[src/rtl/nfb_pkg.sv]
package nfb_pkg;

   localparam int unsigned OFS_CMD  = 0;
   localparam int unsigned OFS_WAIT = 1;
   localparam int unsigned OFS_ADDR = 2;
   localparam int unsigned OFS_TERM = 3;
   localparam int unsigned OFS_DATA = 4;

   typedef enum logic [2:0] {
      K_NONE, K_CMD, K_ADDR, K_DWR, K_DRD, K_WAIT, K_TERM
   } nfb_kind_t;

   typedef enum logic [2:0] {
      S_IDLE, S_WSET, S_WLOW, S_WHOLD, S_RLOW, S_RREC, S_WAIT, S_DONE
   } nfb_state_t;

endpackage

[src/rtl/nfb_rb_sync.sv]
module nfb_rb_sync #(
   parameter int STAGES = 2
) (
   input  logic clk,
   input  logic rst_n,
   input  logic d_in,
   output logic d_out
);
   logic [STAGES-1:0] chain_q;

   if (STAGES < 2) begin : g_bad_stages
      $error("nfb_rb_sync: STAGES must be at least 2");
   end

   always_ff @(posedge clk or negedge rst_n) begin
      if (!rst_n) chain_q <= '0;
      else        chain_q <= {chain_q[STAGES-2:0], d_in};
   end

   assign d_out = chain_q[STAGES-1];
endmodule

[src/rtl/nfb_decode.sv]
module nfb_decode
   import nfb_pkg::*;
#(
   parameter int ADDR_W = 3
) (
   input  logic [ADDR_W-1:0] addr,
   input  logic              write,
   output nfb_kind_t         kind
);
   always_comb begin
      kind = K_NONE;
      if (write) begin
         if      (addr == ADDR_W'(OFS_CMD))  kind = K_CMD;
         else if (addr == ADDR_W'(OFS_ADDR)) kind = K_ADDR;
         else if (addr == ADDR_W'(OFS_DATA)) kind = K_DWR;
         else if (addr == ADDR_W'(OFS_TERM)) kind = K_TERM;
      end else begin
         if      (addr == ADDR_W'(OFS_DATA)) kind = K_DRD;
         else if (addr == ADDR_W'(OFS_WAIT)) kind = K_WAIT;
      end
   end
endmodule

[src/rtl/nfb_seq.sv]
module nfb_seq
   import nfb_pkg::*;
#(
   parameter int BUS_W  = 32,
   parameter int WE_LOW = 2,
   parameter int RE_LOW = 2
) (
   input  logic             clk,
   input  logic             rst_n,
   input  logic             req,
   input  logic             word,
   input  nfb_kind_t        kind,
   input  logic [7:0]       wbyte,
   input  logic             rb_s,
   input  logic [7:0]       io_in,
   output logic             done,
   output logic [BUS_W-1:0] rdata,
   output logic             ce_n,
   output logic             cle,
   output logic             ale,
   output logic             we_n,
   output logic             re_n,
   output logic [7:0]       io_out,
   output logic             io_oe
);
   localparam int LANES  = BUS_W / 8;
   localparam int BEAT_W = (LANES > 1) ? $clog2(LANES) : 1;
   localparam int MAXL   = (WE_LOW > RE_LOW) ? WE_LOW : RE_LOW;
   localparam int CNT_W  = $clog2(MAXL + 1);

   nfb_state_t        st_q;
   logic [CNT_W-1:0]  cnt_q;
   logic [BEAT_W-1:0] beat_q, last_q;
   logic              cle_q, ale_q, ce_q;
   logic [7:0]        dat_q;
   logic              accept, we_end, re_end;
   logic [7:0]        lane_q [LANES];

   assign accept = (st_q == S_IDLE) && req;
   assign we_end = (cnt_q == CNT_W'(WE_LOW - 1));
   assign re_end = (cnt_q == CNT_W'(RE_LOW - 1));

   always_ff @(posedge clk or negedge rst_n) begin
      if (!rst_n) begin
         st_q   <= S_IDLE;
         cnt_q  <= '0;
         beat_q <= '0;
         last_q <= '0;
         cle_q  <= 1'b0;
         ale_q  <= 1'b0;
         ce_q   <= 1'b0;
         dat_q  <= '0;
      end else begin
         case (st_q)
            S_IDLE: if (req) begin
               cnt_q  <= '0;
               beat_q <= '0;
               case (kind)
                  K_CMD, K_ADDR, K_DWR: begin
                     cle_q <= (kind == K_CMD);
                     ale_q <= (kind == K_ADDR);
                     dat_q <= wbyte;
                     ce_q  <= 1'b1;
                     st_q  <= S_WSET;
                  end
                  K_DRD: begin
                     ce_q   <= 1'b1;
                     last_q <= word ? BEAT_W'(LANES - 1) : '0;
                     st_q   <= S_RLOW;
                  end
                  K_WAIT:  st_q <= S_WAIT;
                  K_TERM: begin
                     ce_q <= 1'b0;
                     st_q <= S_DONE;
                  end
                  default: st_q <= S_DONE;
               endcase
            end
            S_WSET: st_q <= S_WLOW;
            S_WLOW: begin
               if (we_end) begin
                  cnt_q <= '0;
                  st_q  <= S_WHOLD;
               end else begin
                  cnt_q <= cnt_q + 1'b1;
               end
            end
            S_WHOLD: begin
               cle_q <= 1'b0;
               ale_q <= 1'b0;
               st_q  <= S_DONE;
            end
            S_RLOW: begin
               if (re_end) begin
                  cnt_q <= '0;
                  st_q  <= S_RREC;
               end else begin
                  cnt_q <= cnt_q + 1'b1;
               end
            end
            S_RREC: begin
               if (beat_q == last_q) begin
                  st_q <= S_DONE;
               end else begin
                  beat_q <= beat_q + 1'b1;
                  st_q   <= S_RLOW;
               end
            end
            S_WAIT: if (rb_s) st_q <= S_DONE;
            default: st_q <= S_IDLE;
         endcase
      end
   end

   for (genvar l = 0; l < LANES; l++) begin : g_lane
      always_ff @(posedge clk or negedge rst_n) begin
         if (!rst_n)
            lane_q[l] <= '0;
         else if (accept)
            lane_q[l] <= '0;
         else if (st_q == S_RLOW && re_end && beat_q == BEAT_W'(l))
            lane_q[l] <= io_in;
      end
      assign rdata[l*8 +: 8] = lane_q[l];
   end

   assign done   = (st_q == S_DONE);
   assign ce_n   = ~ce_q;
   assign cle    = cle_q;
   assign ale    = ale_q;
   assign io_out = dat_q;
   assign we_n   = (st_q != S_WLOW);
   assign re_n   = (st_q != S_RLOW);
   assign io_oe  = (st_q == S_WSET) || (st_q == S_WLOW) || (st_q == S_WHOLD);
endmodule

[src/rtl/nand_bus_bridge.sv]
module nand_bus_bridge
   import nfb_pkg::*;
#(
   parameter int ADDR_W    = 3,
   parameter int BUS_W     = 32,
   parameter int WE_LOW    = 2,
   parameter int RE_LOW    = 2,
   parameter int RB_STAGES = 2
) (
   input  logic              clk,
   input  logic              rst_n,
   input  logic              bus_valid,
   input  logic              bus_write,
   input  logic              bus_word,
   input  logic [ADDR_W-1:0] bus_addr,
   input  logic [BUS_W-1:0]  bus_wdata,
   output logic              bus_ready,
   output logic [BUS_W-1:0]  bus_rdata,
   output logic              nf_ce_n,
   output logic              nf_cle,
   output logic              nf_ale,
   output logic              nf_we_n,
   output logic              nf_re_n,
   output logic [7:0]        nf_io_out,
   output logic              nf_io_oe,
   input  logic [7:0]        nf_io_in,
   input  logic              nf_rb
);
   if (ADDR_W < 3) begin : g_bad_addr
      $error("nand_bus_bridge: ADDR_W must reach offset 4");
   end
   if (BUS_W != 32) begin : g_bad_bus
      $error("nand_bus_bridge: BUS_W must be 32");
   end
   if (WE_LOW < 1 || RE_LOW < 1) begin : g_bad_pulse
      $error("nand_bus_bridge: strobe widths must be at least 1");
   end

   logic      rb_s;
   nfb_kind_t kind;

   nfb_rb_sync #(.STAGES(RB_STAGES)) i_sync (
      .clk   (clk),
      .rst_n (rst_n),
      .d_in  (nf_rb),
      .d_out (rb_s)
   );

   nfb_decode #(.ADDR_W(ADDR_W)) i_decode (
      .addr  (bus_addr),
      .write (bus_write),
      .kind  (kind)
   );

   nfb_seq #(.BUS_W(BUS_W), .WE_LOW(WE_LOW), .RE_LOW(RE_LOW)) i_seq (
      .clk    (clk),
      .rst_n  (rst_n),
      .req    (bus_valid),
      .word   (bus_word),
      .kind   (kind),
      .wbyte  (bus_wdata[7:0]),
      .rb_s   (rb_s),
      .io_in  (nf_io_in),
      .done   (bus_ready),
      .rdata  (bus_rdata),
      .ce_n   (nf_ce_n),
      .cle    (nf_cle),
      .ale    (nf_ale),
      .we_n   (nf_we_n),
      .re_n   (nf_re_n),
      .io_out (nf_io_out),
      .io_oe  (nf_io_oe)
   );
endmodule

[config.mk]
export PLATFORM = sky130hd
export DESIGN_NAME = nand_bus_bridge
export DESIGN_NICKNAME = d
export VERILOG_FILES = /design/src/rtl/nfb_pkg.sv /design/src/rtl/nfb_rb_sync.sv /design/src/rtl/nfb_decode.sv /design/src/rtl/nfb_seq.sv /design/src/rtl/nand_bus_bridge.sv
export SDC_FILE = /design/constraint.sdc
export NUM_CORES = 1
export LEC_CHECK = 0
export ABC_AREA = 0
export BUFFER_PORTS_ARGS = -buffer_cell sky130_fd_sc_hd__buf_2
export CAP_MARGIN = 20
export CORE_UTILIZATION = 30
export DETAILED_ROUTE_END_ITERATION = 6
export GPL_TIMING_DRIVEN = 0
export SLEW_MARGIN = 20
export SYNTH_ARGS = -nofsm -noshare
export SYNTH_HDL_FRONTEND = slang
export SYNTH_SLANG_ARGS = --single-unit
[constraint.sdc]
create_clock -name clk -period 1.7 [get_ports clk]
set_input_delay 0.34 -clock clk [delete_from_list [all_inputs] [get_ports clk]]
set_output_delay 0.34 -clock clk [all_outputs]
set_load 0.02 [all_outputs]
==> summary.txt <==
Status
  – Outcome: completed

Clocking
  – Worst-path clk slew: about 0.10 ns
  – H-tree depth: 2
  – CTS Sinks: 53
  – CTS tree: yes
  – CTS root buffer: clkbuf_8
  – Cts bufs inserted: 5
  – Bufs on Longest Clock Path: 2
  – Post-CTS Hold Buffers: 0
  – Worst-skew pair later-pin latency: 0.31 ns

Setup path
  – Slowest stage delay, CP: 0.47 ns
  – Critical-path top delay cell: dfrtp_2
  – Critical Path AT: 1.33 ns
  – CP Launch Type: register
  – Worst Setup End Kind: output pin
  – Crit-path cells: buf_4, nor2b_2, nand2b_1, buf_2
  – Kind of critical path: register to output pin
  – Critical-path maximum fanout: 10
  – WP data required: 1.36 ns

Floorplan
  – Die area: about 0.0086 sq mm
  – Starting Density: about a third
  – Core area: ~0.0078 sq mm
  – IO Count: between 90 and 100
  – FP Rows: 32
  – Die height: a little over 90 microns
  – DIE WIDTH: a little over 90 microns

Logic synthesis
  – Area leader, netlist: dfrtp_1
  – Synthesized area per cell: about 9.6 sq um
  – Syn nets: 310
  – Top-count cell post-synth: nand2_1
  – Synth top area cells: dfrtp_1 (54%), nand2_1 (10%), a21oi_1 (8.1%), mux2_4 (4.9%), buf_4 (2.1%)
  – Post-synth EDFFs: 0
  – Netlist cell types: 35
  – Yosys warning count: 0
  – Synth Instances: 257
  – Post-Synthesis Cell Area: 0.00247 sq mm
  – Seq cells post-synth: 53
  – Synth top area share: 53.6%
  – Post-synth top cells: nand2_1 (68), dfrtp_1 (53), a21oi_1 (40)
  – Main synth FF type: dfrtp_1
  – Post-synthesis sequential area ratio: 53.6%
  – Ys async rst share: 100%

Layout
  – NumNets Final: roughly 390
  – Fin area: about 0.0031 sq mm
  – Ratio of cells with drive above 1 in the final layout: 31.4%
  – Fill cell count: ~840
  – Area Growth Syn to Fin: 24.0%
  – Multi-input logic area: just over 0.001 sq mm
  – Seq. cell area: 0.00133 sq mm
  – # diodes: 0

Timing
  – Post-layout min period: 1.67 ns
  – Final Max Tran Viols: 0
  – RSZ-0062 raised after global routing: true
  – FMAX: 597 MHz
  – Slew @ Worst Pin: 0.675 ns
  – Slew HR: a little under three fifths
  – Final period utilization: 98.5%
  – Final clock skew: 0.00173 ns
  – Setup violators final: 0
  – Final Hold Fails: 0

Route
  – Final WL: 5900 microns
  – DRC: 0
  – Vias per cell: 4.72
  – Met2 routed WL: 2730 microns
  – Post-DRT Antenna Nets: 0
  – Starting DRC count in detailed routing: 53
  – TritonRoute pass-1 iters: 4
  – Met3 WL: 335 microns
  – DR WL/cell: 13.5 microns
  – Met1 Wirelength: about 2800 microns
  – Uppermost layer routed: met4
  – Via Count: 2056

Global routing
  – Initial antenna violation count: 0
  – Largest net degree at the start of global routing: 54
  – Global-route wire length before repair: roughly 9500 microns
  – Total GRT Usage: 14.0%
  – Vias in the first global route: 1937
  – Total global routing overflow: 0

Place
  – Post-DP HPWL: between 4000 and 5000 microns
  – Port bufs: 69
  – Gpl congestion: 0.819
  – Placed inst area: 0.00295 sq mm

Power and ir drop
  – Power per cell area: 1670 mW/mm^2
  – Overall power: a little over 5 mW
  – Lkg Pwr: roughly 1.6 nW
  – Worst IR Drop VDD: 0.000632 V

Job
  – Max-cap violations: 0

Min path
  – Worst hold path type: input pin to asynchronous set/reset pin
cells by family (layout without fill, tap and decap cells):
logic type | after synthesis | count (layout) | synth area share, %
XOR/XNOR | 1 | 1 | 0.354
flip-flops | 53 | 53 | 53.6
AND/OR/NAND/NOR | 108 | 108 | 20.5
multiplexers | 9 | 9 | 5.31
adder cells (fa/ha/maj) | 4 | 4 | 2.02
buffers and inverters | 25 | 102 | 4.91
AO/OA/AOI/OAI | 57 | 57 | 13.3
cells in the final DEF, fill, tap and decap left out, types with 2 or more instances in the layout:
cell type / synthesis / final
o22ai_1: 2 / 2
mux2_4: 8 / 8
dfrtp_2: 0 / 2
buf_4: 7 / 11
nand2_1: 68 / 68
and3_1: 5 / 5
a32o_1: 3 / 3
nand3b_1: 3 / 3
nand2b_1: 3 / 3
o21ai_0: 4 / 4
nor2_1: 8 / 7
a21oi_1: 40 / 40
nand3_1: 6 / 6
clkbuf_1: 8 / 2
a211o_1: 2 / 2
clkbuf_8: 0 / 5
nor2b_1: 4 / 3
nor4_1: 2 / 2
dfrtp_1: 53 / 51
nor3_1: 2 / 2
nand4b_1: 2 / 2
buf_2: 0 / 68
ha_1: 4 / 4
clkbuf_2: 1 / 4
inv_1: 9 / 9
per-stage QoR:
step | cells | setup WS (ns) | utilization (%) | TNS [ns] | hold WS [ns]
global route | 436 | -0.0265 | 39.1 | -0.0265 | 0.115
CTS | 436 | -0.00551 | 39.0 | -0.00551 | 0.0867
floorplan | 257 | 0.241 | - | 0 | 0.0444
finish | 436 | 0.0251 | 39.1 | 0 | 0.0533
global placement | 428 | -0.0474 | 37.5 | -0.534 | 0.337
detailed placement | 428 | -0.0810 | 37.6 | -1.28 | 0.339
registers in the layout, indices dropped and copies added, names as in the netlist:
signal	count
i_seq.cnt_q	2
i_seq.ce_q	1
i_seq.rdata	32
i_seq.ale	1
i_seq.st_q	3
i_seq.beat_q	2
i_seq.last_q	1
i_seq.io_out	8
i_seq.cle	1
i_sync.chain_q	2
worst max-delay path, delay by kind of cell (launching register included):
family	cells	cell delay, ns
DFF	1	0.47
buffers and inverters	2	0.33
and+or+nand+nor	2	0.22
power by group:
part	switching, mW	internal, mW	total [mW]
clock network	0.448	0.294	0.742
registers	0.297	1.72	2.01
logic	1.42	0.932	2.36
total	2.17	2.94	5.11
layer usage:
layer / track usage (%) / vias up
li1: - / 1015
met1: 18.4 / 977
met2: 23.2 / 59
met3: 2.87 / 5
met4: 4.23 / 0
met5: 0 / -
final cells by class:
type / instances / share of cell area [%]
Inverter: 9 / 1.10
Clock inverter: 3 / 0.694
Timing Repair Buffer: 70 / 11.6
Multi-Input combinational cell: 179 / 33.8
Sequential cell: 53 / 43.3
Clock buffer: 5 / 2.24
Tap cell: 102 / 4.16
Buffer: 15 / 3.10
worst paths after layout:
| path | from | end | slack, ns | depth (start not counted) |
|---|---|---|---|---|
| max | i_seq.st_q[1] | nf_we_n | 0.03 | 4 |
| min | rst_n | i_seq.rdata[4] | 0.05 | 1 |
| max reg2reg | i_seq.st_q[2] | i_seq.io_out[4] | 0.10 | 5 |
| min reg2reg | i_sync.chain_q[0] | i_sync.chain_q[1] | 0.36 | 0 |
| max in group asynchronous | rst_n | i_seq.st_q[1] | 1.17 | 1 |
| min in group clk | nf_rb | i_sync.chain_q[0] | 0.13 | 1 |
timing repair:
item / in CTS / in global routing
buffers inserted: 1 / 0
setup endpoints to repair: 36 / 27
gates resized for setup: 8 / 9
(Power assumes the default switching activity.)
